### config.mk
export PLATFORM = sky130hd
export DESIGN_NAME = sar64_unit
export DESIGN_NICKNAME = d
export VERILOG_FILES = /design/src/rtl/sar64_pkg.sv /design/src/rtl/sar64_shift.sv /design/src/rtl/sar64_flags.sv /design/src/rtl/sar64_rpt.sv /design/src/rtl/sar64_unit.sv
export SDC_FILE = /design/constraint.sdc
export NUM_CORES = 1
export LEC_CHECK = 0
export ABC_AREA = 1
export ABC_CLOCK_PERIOD_IN_PS = 5100
export BUFFER_PORTS_ARGS = -buffer_cell sky130_fd_sc_hd__buf_2
export CORE_MARGIN = 1
export CORE_UTILIZATION = 60
export DETAILED_ROUTE_END_ITERATION = 6
export GPL_TIMING_DRIVEN = 0
export PLACE_DENSITY = 0.9
export SYNTH_ARGS = -nofsm -noshare
export SYNTH_HDL_FRONTEND = slang
export SYNTH_HIERARCHICAL = 1
export SYNTH_SLANG_ARGS = --single-unit
### constraint.sdc
create_clock -name clk -period 5.1 [get_ports clk]
set_input_delay 0.765 -clock clk [delete_from_list [all_inputs] [get_ports clk]]
set_output_delay 0.765 -clock clk [all_outputs]
set_load 0.03 [all_outputs]
### src/rtl/sar64_pkg.sv
package sar64_pkg;
   localparam logic [15:0] SAR64_OPCODE = 16'h562C;

   typedef struct packed {
      logic neg;
      logic zero;
      logic carry;
   } sar_flags_t;
endpackage

### src/rtl/sar64_shift.sv
module sar64_shift #(
   parameter int WORD_W    = 32,
   parameter int CNT_W     = 6,
   parameter bit LOG_STAGE = 1'b1
) (
   input  logic [2*WORD_W-1:0] op_i,
   input  logic [CNT_W-1:0]    cnt_i,
   output logic [2*WORD_W-1:0] res_o,
   output logic                out_bit_o
);
   localparam int OP_W  = 2 * WORD_W;
   localparam int EXT_W = OP_W + 1;

   logic [EXT_W-1:0] ext_res;

   generate
      if (LOG_STAGE) begin : g_log
         logic [EXT_W-1:0] stg [CNT_W+1];
         assign stg[0] = {op_i, 1'b0};
         for (genvar k = 0; k < CNT_W; k++) begin : g_stage
            localparam int SH = 1 << k;
            assign stg[k+1] = cnt_i[k]
               ? {{SH{stg[k][EXT_W-1]}}, stg[k][EXT_W-1:SH]}
               : stg[k];
         end
         assign ext_res = stg[CNT_W];
      end else begin : g_flat
         logic signed [EXT_W-1:0] ext_op;
         assign ext_op  = {op_i, 1'b0};
         assign ext_res = ext_op >>> cnt_i;
      end
   endgenerate

   assign res_o     = ext_res[EXT_W-1:1];
   assign out_bit_o = ext_res[0];
endmodule

### src/rtl/sar64_flags.sv
module sar64_flags
   import sar64_pkg::*;
#(
   parameter int WORD_W = 32
) (
   input  logic [2*WORD_W-1:0] res_i,
   input  logic                out_bit_i,
   output sar_flags_t          flags_o
);
   always_comb begin
      flags_o.neg   = res_i[2*WORD_W-1];
      flags_o.zero  = (res_i == '0);
      flags_o.carry = out_bit_i;
   end
endmodule

### src/rtl/sar64_rpt.sv
module sar64_rpt #(
   parameter int RPT_W = 16
) (
   input  logic             clk,
   input  logic             rst_n,
   input  logic             cancel_i,
   input  logic             load_i,
   input  logic [RPT_W-1:0] load_val_i,
   output logic [RPT_W-1:0] cnt_o
);
   always_ff @(posedge clk) begin
      if (!rst_n)        cnt_o <= '0;
      else if (cancel_i) cnt_o <= '0;
      else if (load_i)   cnt_o <= load_val_i;
   end
endmodule

### src/rtl/sar64_unit.sv
module sar64_unit
   import sar64_pkg::*;
#(
   parameter int WORD_W    = 32,
   parameter int CTRL_W    = 16,
   parameter int RPT_W     = 16,
   parameter bit LOG_STAGE = 1'b1
) (
   input  logic              clk,
   input  logic              rst_n,
   input  logic              start_i,
   input  logic [WORD_W-1:0] hi_i,
   input  logic [WORD_W-1:0] lo_i,
   input  logic [CTRL_W-1:0] amt_i,
   input  logic              rpt_active_i,
   input  logic              rpt_load_i,
   input  logic [RPT_W-1:0]  rpt_val_i,
   output logic [WORD_W-1:0] hi_o,
   output logic [WORD_W-1:0] lo_o,
   output logic              neg_o,
   output logic              zero_o,
   output logic              carry_o,
   output logic              done_o,
   output logic [RPT_W-1:0]  rpt_cnt_o
);
   localparam int OP_W  = 2 * WORD_W;
   localparam int CNT_W = $clog2(OP_W);

   generate
      if (WORD_W < 2 || (WORD_W & (WORD_W - 1)) != 0) begin : g_bad_word
         $error("sar64_unit: WORD_W must be a power of two of at least 2");
      end
      if (CTRL_W < CNT_W) begin : g_bad_ctrl
         $error("sar64_unit: CTRL_W is too narrow for the shift count");
      end
      if (RPT_W < 1) begin : g_bad_rpt
         $error("sar64_unit: RPT_W must be positive");
      end
   endgenerate

   logic [CNT_W-1:0] cnt;
   logic [OP_W-1:0]  shifted;
   logic             out_bit;
   sar_flags_t       flags_d, flags_q;

   assign cnt = amt_i[CNT_W-1:0];

   sar64_shift #(.WORD_W(WORD_W), .CNT_W(CNT_W), .LOG_STAGE(LOG_STAGE)) shift_i (
      .op_i      ({hi_i, lo_i}),
      .cnt_i     (cnt),
      .res_o     (shifted),
      .out_bit_o (out_bit)
   );

   sar64_flags #(.WORD_W(WORD_W)) flags_i (
      .res_i     (shifted),
      .out_bit_i (out_bit),
      .flags_o   (flags_d)
   );

   sar64_rpt #(.RPT_W(RPT_W)) rpt_i (
      .clk        (clk),
      .rst_n      (rst_n),
      .cancel_i   (start_i & rpt_active_i),
      .load_i     (rpt_load_i),
      .load_val_i (rpt_val_i),
      .cnt_o      (rpt_cnt_o)
   );

   always_ff @(posedge clk) begin
      if (!rst_n) begin
         hi_o    <= '0;
         lo_o    <= '0;
         flags_q <= '0;
         done_o  <= 1'b0;
      end else begin
         done_o <= start_i;
         if (start_i) begin
            hi_o    <= shifted[OP_W-1:WORD_W];
            lo_o    <= shifted[WORD_W-1:0];
            flags_q <= flags_d;
         end
      end
   end

   assign neg_o   = flags_q.neg;
   assign zero_o  = flags_q.zero;
   assign carry_o = flags_q.carry;
endmodule

After elaboration in Yosys (flattened, before gate mapping)
Index checks and enable logic that the tools add are counted.
{ "classes": {"n_mux": 6, "bitwise": 2, "n_reduce_logical": 2} }
{ "ops": {"columns": ["op", "count"], "rows": [
  ["64-bit two-way mux", 6],
  ["64-bit logical NOT", 1],
  ["2-bit OR reduction", 1],
  ["1-bit bitwise AND", 1],
  ["1-bit inverter", 1]
]} }
{ "word_totals": {"register_bits": 84, "out_inout_bits": 84, "wordCells": 17} }

Logic depth before layout (Yosys ltp)
Gate-level depths: netlist (run 1).
{ "logic_depth": {"depth_word": 7, "mapped_depth": 24} }

Hierarchy
The synthesis (run 1) kept the hierarchy.
{ "by_module_without_submodules": {"columns": ["mod", "instances", "cells_each", "area_per_inst_um2", "seq_area_each_um2"], "rows": [
  ["sar64_shift", 1, 963, 4231.6, 0.0],
  ["sar64_unit", 1, 430, 2790.2, 1361.3],
  ["sar64_rpt", 1, 71, 666.9, 320.3],
  ["sar64_flags", 1, 77, 322.8, 0.0]
]} }

Worst setup path before layout (run 1)
Ideal clock, no wire load.
{ "synth_timing": {"path_type": "in2reg", "start": "input amt_i[1]", "end": "register flags_q (netlist bit zero_o)", "t_arrival_ns": 2.382, "t_required_ns": 5.036, "setup_slack_ns": 2.655, "cell_stages": 19, "path_buffers": 2, "path_cell_list": "buf_4 > clkbuf_1 > nand3_1 > nand3_1 > nand3_1 > nand2_1 > nand2_1 > nand3_1 > nand2_1 > nor2_1 > and2_1 > nand2_1 > nor2_1 > nand2_1 > nor2_1 > inv_1 > nand2_1 > nand2_1 > nor2_1"} }
{ "synth_lines": {"columns": ["item", "line_no", "rtl"], "rows": [
  ["from (decl)", "sar64_unit.sv:14", "input logic [CTRL_W-1:0] amt_i,"],
  ["to (signal assigned)", "sar64_unit.sv:81", "flags_q <= flags_d;"],
  ["to (decl)", "sar64_unit.sv:44", "sar_flags_t flags_d, flags_q;"]
]} }

==> results.yml, run 1 <==
outcome:
  status: "finished clean"
global_routing:
  overflow: 0
  grt_max_degree: 16
  grt_pass1_wl_mm: 47.3
  grt_pass1_vias: 9978
  grtUsageTotal_pct: 41.8
  antenna_found_initial: 1
clock_network:
  clkTransAtPathRegs_ns: 0.07
  post_cts_buffers: 0
  clock_latency_ns: 0.34
  root_buffer: "clkbuf_16"
  cts_sinks: 84
  clock_path_buffers: 2
  ctsResizeCount: 0
  htree_levels: 3
  cts_hold_buffers: 0
  numCtsBuffers: 9
  cts_tree: "done"
timing:
  hold_viol_final: 0
  maxSlewHeadroom_pct: 61.7
  drv_slew: 0
  fmax_ghz: 0.344
  tightest_slew_ns: 0.575
  rsz0062_at_grt: "false"
  fin_skew_ns: 0
  min_period_over_period_pct: 57.1
  tns_ns: 0
  setup_violations: 0
  min_period_ns: 2.91
floorplan:
  core_area_um2: 12800
  initial_utilization_pct: 62.5
  die-width_um: 118
  pin_count: 185
  die_area_um2: 13800
  rows: 41
  die_h_um: 118
layout:
  drive_gt1_share_pct: 15.8
  most-common-layout-cells: "nand2_1 (610), nand3_1 (433), buf_2 (202), nor2_1 (165), inv_1 (96)"
  nets: 1821
  area_growth_pct: 17.1
  stdcell_area_um2: 9380
  final_common_cell: "nand2_1"
synth:
  syn_inst: 1541
  ys.warnings.count: 6
  ys_ff_latch: 84
  yosysUniqueCellTypes: 23
  synth_area_per_cell_um2: 5.20
  synth_area_um2: 8010
  seq_area_frac_synth_pct: 21.0
  syn_nets: 1642
power_and_ir_drop:
  cellPowerDensity_nw_per_um2: 250
  leakage_nw: 5.42
  worst_ir_drop_vdd_v: 0.000243
placement:
  numPortBuffers: 168
  dp_hpwl_mm: 23.3
  place.gp.congestion: 1.04
  place_area_um2: 9070
route:
  wirelength_mm: 29.2
  wl_per_cell_um: 15.4
  drtIter0Drc: 1413
  via_per_inst: 5.66
  wl_met3_mm: 3.02
  routed.top_layer: "met4"
  num_vias: 10700
  drc: 0
  ant_nets: 0
  met1_length_mm: 12.0
  met2_length_mm: 13.2
  first_pass_iters: 7
run:
  cap_violations: 0
hold_path:
  hold_path.class: "flop to flop"
setup_path:
  cp-start-kind: "input port"
  cp.required_ns: 5.38
  critPathCaptureType: "flop"
  critPathMaxFanout: 10
  worst-setup-path-type: "input port to flop"
  crit_arrival_ns: 3.19
cell families after synthesis:
logic type             after synthesis  synth area share, %
DFF                                 84                 21.0
and+or+nand+nor                   1227                 65.1
buffers and inverters              212                 12.3
AOI/OAI and AO/OA                   18                 1.59
final cells by class:
cell class / instances / area (µm²)
Buffer: 110 / 596
Inverter: 102 / 390
Multi-Input combinational cell: 1245 / 5340
Fill cell: 1159 / 3450
Tap cell: 172 / 215
Clock inverter: 6 / 70.1
Sequential cell: 84 / 1680
Clock buffer: 10 / 239
Timing Repair Buffer: 168 / 841
Antenna cell: 1 / 2.50
final timing paths:
check	start	cells after the start	slack (ns)	to
max reg2reg	rpt_i/cnt_o[13]	2	4.45	rpt_i/cnt_o[13]
min reg2reg	rpt_i/cnt_o[1]	2	0.46	rpt_i/cnt_o[1]
max	amt_i[3]	19	2.19	zero_o
min	rpt_i/cnt_o[1]	2	0.46	rpt_i/cnt_o[1]
metal layers:
metal,track usage (%),vias up
met5,0,-
li1,-,5270
met4,16.8,0
met1,52.0,4764
met2,68.8,606
met3,10.6,97
sequential cells by signal, summed over array words and instances (netlist names):
| register | flops |
|---|---|
| zero_o | 1 |
| lo_o | 32 |
| hi_o | 32 |
| done_o | 1 |
| rpt_i/cnt_o | 16 |
| neg_o | 1 |
| carry_o | 1 |
per-stage QoR:
step	power (mW)	instances	setup WS, ns	utilization, %	hold WS (ns)
detailed placement	1.64	1881	1.96	70.7	0.451
global route	2.47	1898	1.94	73.1	0.477
floorplan	1.38	1541	2.65	-	0.585
CTS	2.31	1897	2.30	73.1	0.462
global placement	1.62	1881	1.97	70.7	0.443
finish	2.34	1898	2.19	73.1	0.461
synth_stat cells (all sizes together):
library cell	n	share of area, %
a21oi	16	1.5
and2	3	0.23
buf	79	6.0
clkbuf	31	1.5
dfxtp	84	21
inv	102	4.9
nand2	621	30
nand3	433	27
nand4	4	0.39
nor2	166	7.8
o21ai	2	0.12
worst max-delay path, cell delays in order:
cell,delay (ns)
buf_2,0.11
clkbuf_1,0.40
clkbuf_1,0.43
nand3_1,0.18
nand2_1,0.13
nand2_1,0.10
nand3_1,0.13
nand2_1,0.11
inv_1,0.07
nand2_1,0.05
nor2_1,0.10
nand2_1,0.06
nor2_1,0.14
nand2_1,0.08
nor2_1,0.11
inv_1,0.05
nand2_1,0.05
nand2_1,0.05
nor2_1,0.07
where the power goes:
group	switching (mW)	leakage, nW	internal [mW]
Combinational	0.644	4.58	0.284
Sequential	0.0257	0.696	0.705
Clock	0.286	0.147	0.397
No activity file was read; power rests on OpenSTA's default activity.
==> run 2: changes to the inputs <==
--- a/config.mk
+++ b/config.mk
@@ -5,14 +5,14 @@
 export SDC_FILE = /design/constraint.sdc
 export NUM_CORES = 1
 export LEC_CHECK = 0
-export ABC_AREA = 1
-export ABC_CLOCK_PERIOD_IN_PS = 5100
+export ABC_AREA = 0
+export ABC_CLOCK_PERIOD_IN_PS = 2500
 export BUFFER_PORTS_ARGS = -buffer_cell sky130_fd_sc_hd__buf_2
 export CORE_MARGIN = 1
-export CORE_UTILIZATION = 60
+export CORE_UTILIZATION = 50
 export DETAILED_ROUTE_END_ITERATION = 6
 export GPL_TIMING_DRIVEN = 0
-export PLACE_DENSITY = 0.9
+export PLACE_DENSITY = 0.8
 export SYNTH_ARGS = -nofsm -noshare
 export SYNTH_HDL_FRONTEND = slang
 export SYNTH_HIERARCHICAL = 1
==> constraint.sdc (replaced) <==
create_clock -name clk -period 2.5 [get_ports clk]
set_input_delay 0.375 -clock clk [delete_from_list [all_inputs] [get_ports clk]]
set_output_delay 0.375 -clock clk [all_outputs]
set_load 0.03 [all_outputs]
==> run 2 against run 1 <==
The flow now finishes with violations (design-rule violations, negative setup slack). Sequential cell count unchanged. Worst setup slack worse by 2.8 ns. Die area up 20%. Final cell count down 34%. Largest cell class unchanged. Final area up 5.7%. Core utilization down 8.8 points. Clock skew unchanged. Combinational power up 140%. Count of clock-buffer cells in the layout down 1.
==> results.yml, run 2 <==
outcome:
  status: "finished with violations"
  violations: "design-rule violations, negative setup slack"
clock_network:
  htree_levels: 3
  clkTransAtPathRegs_ns: 0.06
  clock_latency_ns: 0.34
  cts_hold_buffers: 0
  cts_sinks: 84
  cts_tree: "done"
  clock_path_buffers: 2
  numCtsBuffers: 9
  root_buffer: "clkbuf_16"
synth:
  seq_area_frac_synth_pct: 21.0
  yosysUniqueCellTypes: 59
  yosys.area_share.simple_pct: 16.4
  yosysMostFrequentCell: "mux2i_1"
  synth_compound_area_share_pct: 14.5
  synth_area_um2: 8010
  synth_area_per_cell_um2: 9.51
  synth_xor_area_share_pct: 0
  synth_top_family_by_area: "multiplexers"
  synth_top_area_share_pct: 21.0
  syn_inst: 842
  synth_mux_area_share_pct: 41.9
  yosys-top-cells-area: "dfxtp_1 (21%), mux4_2 (20%), mux2i_1 (17%)"
  synth_flop_cell: "dfxtp_1"
  syn_nets: 943
  ys_ff_latch: 84
  synth_edf_count: 0
  synthAdderAreaFrac_pct: 0
  ys.warnings.count: 6
  synth_common_cells: "mux2i_1 (135), dfxtp_1 (84), nor2b_1 (73)"
  synthArstFlopShare_pct: 0
  synth_area_leader_cell: "dfxtp_1"
global_routing:
  grt_max_degree: 17
  overflow: 0
  antenna_found_initial: 0
  grt_pass1_vias: 7748
  grt_pass1_wl_mm: 46.9
  grtUsageTotal_pct: 38.3
route:
  wl_per_cell_um: 25.5
  ant_nets: 0
  wirelength_mm: 31.7
  drtIter0Drc: 1020
  via_per_inst: 6.76
  first_pass_iters: 7
  drc: 10
  num_vias: 8417
timing:
  hold_viol_final: 0
  tightest_slew_ns: 1.10
  fin_skew_ns: 0
  fmax_ghz: 0.319
  min_period_ns: 3.13
  maxSlewHeadroom_pct: 26.3
  setup_violations: 4
  worst_slack_ns: -0.635
  drv_slew: 0
  rsz0062_at_grt: "true"
  min_period_over_period_pct: 125
setup_path:
  cp_slowest_cell: "mux4_2"
  cp.required_ns: 2.78
  crit_chain: "buf_8 -> buf_8 -> buf_12 -> mux2_1 -> mux4_2 -> mux2i_4 -> mux2i_1 -> o22a_1 -> nor4_4 -> nand4_1 -> nor4_2 -> mux2i_1 -> nor2b_1"
  critPathCaptureType: "flop"
  worst-setup-path-type: "input port to flop"
  cpPeakStageDelay_ns: 0.55
  critPathBufInv: 3
  critPathMaxFanout: 10
  crit_arrival_ns: 3.42
  cp-start-kind: "input port"
  crit_family: "multiplexers"
  rrSetupSlack_ns: 1.78
floorplan:
  pin_count: 185
  die_h_um: 129
  core_area_um2: 15400
  initial_utilization_pct: 51.9
  die_area_um2: 16500
  die-width_um: 129
  rows: 45
placement:
  numPortBuffers: 168
  post-place-ws_ns: -1.89
  place.gp.congestion: 1.04
  dp_hpwl_mm: 25.2
layout:
  multi_input_area_um2: 6090
  antenna_cells: 0
  final_common_cell: "buf_2"
  drive_gt1_share_pct: 38.5
  largestRegisters: "hi_o: 32 flops, lo_o: 32 flops, rpt_i/cnt_o: 16 flops"
  area_growth_pct: 23.8
  most-common-layout-cells: "buf_2 (177), mux2i_1 (120), dfxtp_1 (84), nor2b_1 (73), mux4_2 (70)"
  seqCellArea_um2: 1680
  fill_cells: 1340
  nets: 1130
power_and_ir_drop:
  leakage_nw: 4.29
  cellPowerDensity_nw_per_um2: 513
  total_power_mw: 5.09
  worst_ir_drop_vdd_v: 0.000380
run:
  cap_violations: 0
hold_path:
  hold_path.class: "input port to flop"
==> run 2: changes by cell type after synthesis, sizes merged, moves of 73 or more <==
cell,change
nand2,-558
nor2b,+73
nor2,-112
inv,-95
nand3,-421
mux2i,+135
==> run 2: power by group <==
group	switching, mW	leakage [nW]	internal (mW)
Clock	0.567	0.145	0.789
Combinational	1.36	3.46	0.881
Sequential	0.0521	0.693	1.44
Total	1.98	4.29	3.11
==> run 2: final timing paths <==
| kind | depth (start not counted) | startpoint | end |
|---|---|---|---|
| max | 13 | amt_i[1] | zero_o |
| min | 3 | rpt_val_i[10] | rpt_i/cnt_o[10] |
| max reg2reg | 2 | hi_o[5] | hi_o[5] |
| min reg2reg | 2 | rpt_i/cnt_o[10] | rpt_i/cnt_o[10] |
==> run 2: tightest hold or removal path: stages <==
cell and delay, ns:
buf_2 0.08, mux2i_1 0.05, nor2_1 0.07
==> run 2: area by class of cell <==
class	count	area share, %
Timing Repair Buffer	176	9.08
Tap cell	211	2.66
Inverter	8	0.303
Buffer	85	6.43
Clock buffer	9	2.27
Clock inverter	7	0.833
Multi-Input combinational cell	665	61.5
Sequential cell	84	17.0
==> run 2: what timing repair did <==
| action | in CTS | in global routing |
|---|---|---|
| setup buffers | 6 | 2 |
| gates cloned | 0 | 0 |
| pin swaps | 7 | 5 |
| resized for setup | 71 | 25 |
| setup endpoints to repair | 54 | 10 |
==> run 2: through the flow <==
step | setup TNS, ns | cell area [µm²] | hold slack, ns | util (%) | std cells
6_report | -0.753 | 9920 | 0.265 | 64.3 | 1245
5_1_grt | -0.962 | 9920 | 0.276 | 64.3 | 1245
4_1_cts | -0.537 | 9820 | 0.264 | 63.6 | 1243
3_5_place_dp | -36.80 | 9190 | 0.480 | 59.6 | 1221
3_3_place_gp | -36.92 | 9190 | 0.469 | 59.6 | 1221
2_1_floorplan | -0.443 | 8090 | 0.522 | - | 842
==> run 2: routing by layer <==
metal	track usage [%]	wire length (µm)	vias to the layer above
li1	-	-	3599
met1	53.2	12900	4034
met2	58.2	13800	669
met3	8.73	3780	115
met4	14.3	1300	0
met5	0	0	-
==> run 2: cell families after synthesis <==
kind of cell,Yosys count
buffers and inverters,93
AND/OR/NAND/NOR,258
multiplexers,243
AO/OA/AOI/OAI,164
flip-flops,84
==> run 3: changes to the inputs <==
--- a/config.mk
+++ b/config.mk
@@ -13,6 +13,7 @@
 export DETAILED_ROUTE_END_ITERATION = 6
 export GPL_TIMING_DRIVEN = 0
 export PLACE_DENSITY = 0.8
+export RECOVER_POWER = 25
 export SYNTH_ARGS = -nofsm -noshare
 export SYNTH_HDL_FRONTEND = slang
 export SYNTH_HIERARCHICAL = 1
==> run 3 against run 2 <==
The flow finishes with violations (negative setup slack). First-iteration DRC count decreased by 7.0%. Critical path depth is the same. Non-clock buffer count unchanged. Final area fell by 0.49%. Sequential share of layout area increased by 0.084 points. Critical endpoint unchanged.
==> results.yml, run 3 (synthesized netlist as in run 2, its figures left out) <==
clock_network:
  numCtsBuffers: 9
  clock_latency_ns: 0.34
  htree_levels: 3
  cts_tree: "done"
  clock_path_buffers: 2
  cts_sinks: 84
  clkTransAtPathRegs_ns: 0.06
  cts_hold_buffers: 0
  root_buffer: "clkbuf_16"
power_and_ir_drop:
  switching_share_pct: 39.0
  clockPowerShare_pct: 26.8
  combPwrFrac_pct: 43.8
  switchingPower_mw: 1.98
  power_frac_seq_pct: 29.4
  cellPowerDensity_nw_per_um2: 515
  worst_ir_drop_vdd_v: 0.000379
  p_int_mw: 3.10
  leakage_nw: 4.17
hold_path:
  hold_path.class: "input port to flop"
  whs_path_depth: 3
  whs_endpoint: "rpt_i/cnt_o[10]"
  hp-start: "rpt_val_i[10]"
placement:
  dp_hpwl_mm: 25.2
  place.gp.congestion: 1.04
  numPortBuffers: 168
  place_area_um2: 9190
  post-place-ws_ns: -1.89
setup_path:
  r2r_start: "hi_o[5]"
  cp.required_ns: 2.78
  worstReg2RegEnd: "hi_o[5]"
  critPathMaxFanout: 10
  cp-start-kind: "input port"
  reg2regPathDepth: 2
  rrSetupSlack_ns: 1.79
  crit_arrival_ns: 3.41
  critPathCaptureType: "flop"
  worst-setup-path-type: "input port to flop"
layout:
  seqCellArea_um2: 1680
  fill_cells: 1357
  nets: 1130
  multi_input_area_um2: 6090
  antenna_cells: 0
  final_common_cell: "buf_2"
  largestRegisters: "hi_o: 32 flops, lo_o: 32 flops, rpt_i/cnt_o: 16 flops"
  most-common-layout-cells: "buf_2 (148), mux2i_1 (120), dfxtp_1 (84), nor2b_1 (73), mux4_2 (70)"
  area_growth_pct: 23.2
  stdcell_area_um2: 9870
  drive_gt1_share_pct: 35.4
  final_core_util_pct: 64.0
global_routing:
  grt_max_degree: 17
  grt_pass1_wl_mm: 46.9
  antenna_found_initial: 0
  grtUsageTotal_pct: 38.3
  overflow: 0
  grt_pass1_vias: 7748
route:
  wl_per_cell_um: 25.5
  wirelength_mm: 31.7
  via_per_inst: 6.76
  num_vias: 8417
  first_pass_iters: 7
  drc: 0
  drtIter0Drc: 949
  ant_nets: 0
floorplan:
  core_area_um2: 15400
  initial_utilization_pct: 51.9
  die_area_um2: 16500
  rows: 45
  die-width_um: 129
  die_h_um: 129
  pin_count: 185
timing:
  hold_viol_final: 0
  whs_ns: 0.265
  drv_slew: 0
  setup_violations: 5
  worst_slack_ns: -0.631
  min_period_ns: 3.13
  min_period_over_period_pct: 125
  fmax_ghz: 0.319
  fin_skew_ns: 0
  rsz0062_at_grt: "true"
  maxSlewHeadroom_pct: 24.7
  tightest_slew_ns: 1.13
run:
  cap_violations: 0
outcome:
  violations: "negative setup slack"
  status: "finished with violations"
==> run 3: cell types whose count changed in the layout (fill, tap and decap cells not counted), sizes merged <==
cell,delta
buf,-31
clkbuf,+31
==> run 3: worst max-delay path by stage <==
stage / startpoint / end / slack (ns)
2_1_floorplan: amt_i[1] / zero_o / -0.44
3_3_place_gp: amt_i[2] / zero_o / -1.90
3_5_place_dp: amt_i[2] / zero_o / -1.89
4_1_cts: amt_i[1] / zero_o / -0.54
5_1_grt: amt_i[1] / zero_o / -0.70
6_report: amt_i[2] / zero_o / -0.63
==> run 3: per-stage QoR <==
step           setup TNS, ns  power (mW)  std cells
2_1_floorplan         -0.443        2.88        842
3_3_place_gp          -36.92        3.53       1221
6_report              -0.721        5.08       1245
5_1_grt               -0.962        5.25       1245
3_5_place_dp          -36.80        3.54       1221
4_1_cts               -0.537        5.01       1243
==> run 3: what timing repair did <==
action,4_1_cts,5_1_grt
setup buffers,6,2
pin swaps,7,5
endpoints found under the hold margin,0,0
endpoints found under the setup margin,54,10
resized for setup,71,25
==> run 3: final cells by class <==
class                           count  share of cell area, %
Multi-Input combinational cell    665                   61.8
Sequential cell                    84                   17.0
Timing Repair Buffer              176                   8.77
Buffer                             85                   6.33
Tap cell                          211                   2.68
Clock buffer                        9                   2.28
Clock inverter                      7                  0.837
Inverter                            8                  0.304
==> run 3: power by group through the flow <==
| stage | clock network, mW | registers (mW) | logic [mW] |
|---|---|---|---|
| CTS | 1.38 | 1.49 | 2.13 |
| detailed placement | 0 | 1.52 | 2.02 |
| global route | 1.45 | 1.51 | 2.30 |
| floorplan | 0 | 1.72 | 1.16 |
| finish | 1.36 | 1.50 | 2.22 |
| global placement | 0 | 1.52 | 2.02 |
==> run 3: metal layers <==
layer	track usage, %	up-vias	wire length (µm)	part of all wire (%)
li1	-	3602	-	-
met1	53.2	4054	12800	40
met2	58.2	659	13900	44
met3	8.73	102	3880	12
met4	14.3	0	1230	3.9
met5	0	-	0	0
==> run 3: critical path, stage by stage <==
cell,delay [ns]
buf_2,0.11
buf_2,0.20
inv_2,0.11
clkbuf_2,0.38
buf_2,0.41
mux2i_2,0.47
nand2_1,0.09
o211a_1,0.18
nor4_1,0.38
nand4_1,0.18
nor4_2,0.30
mux2i_1,0.11
nor2b_1,0.11
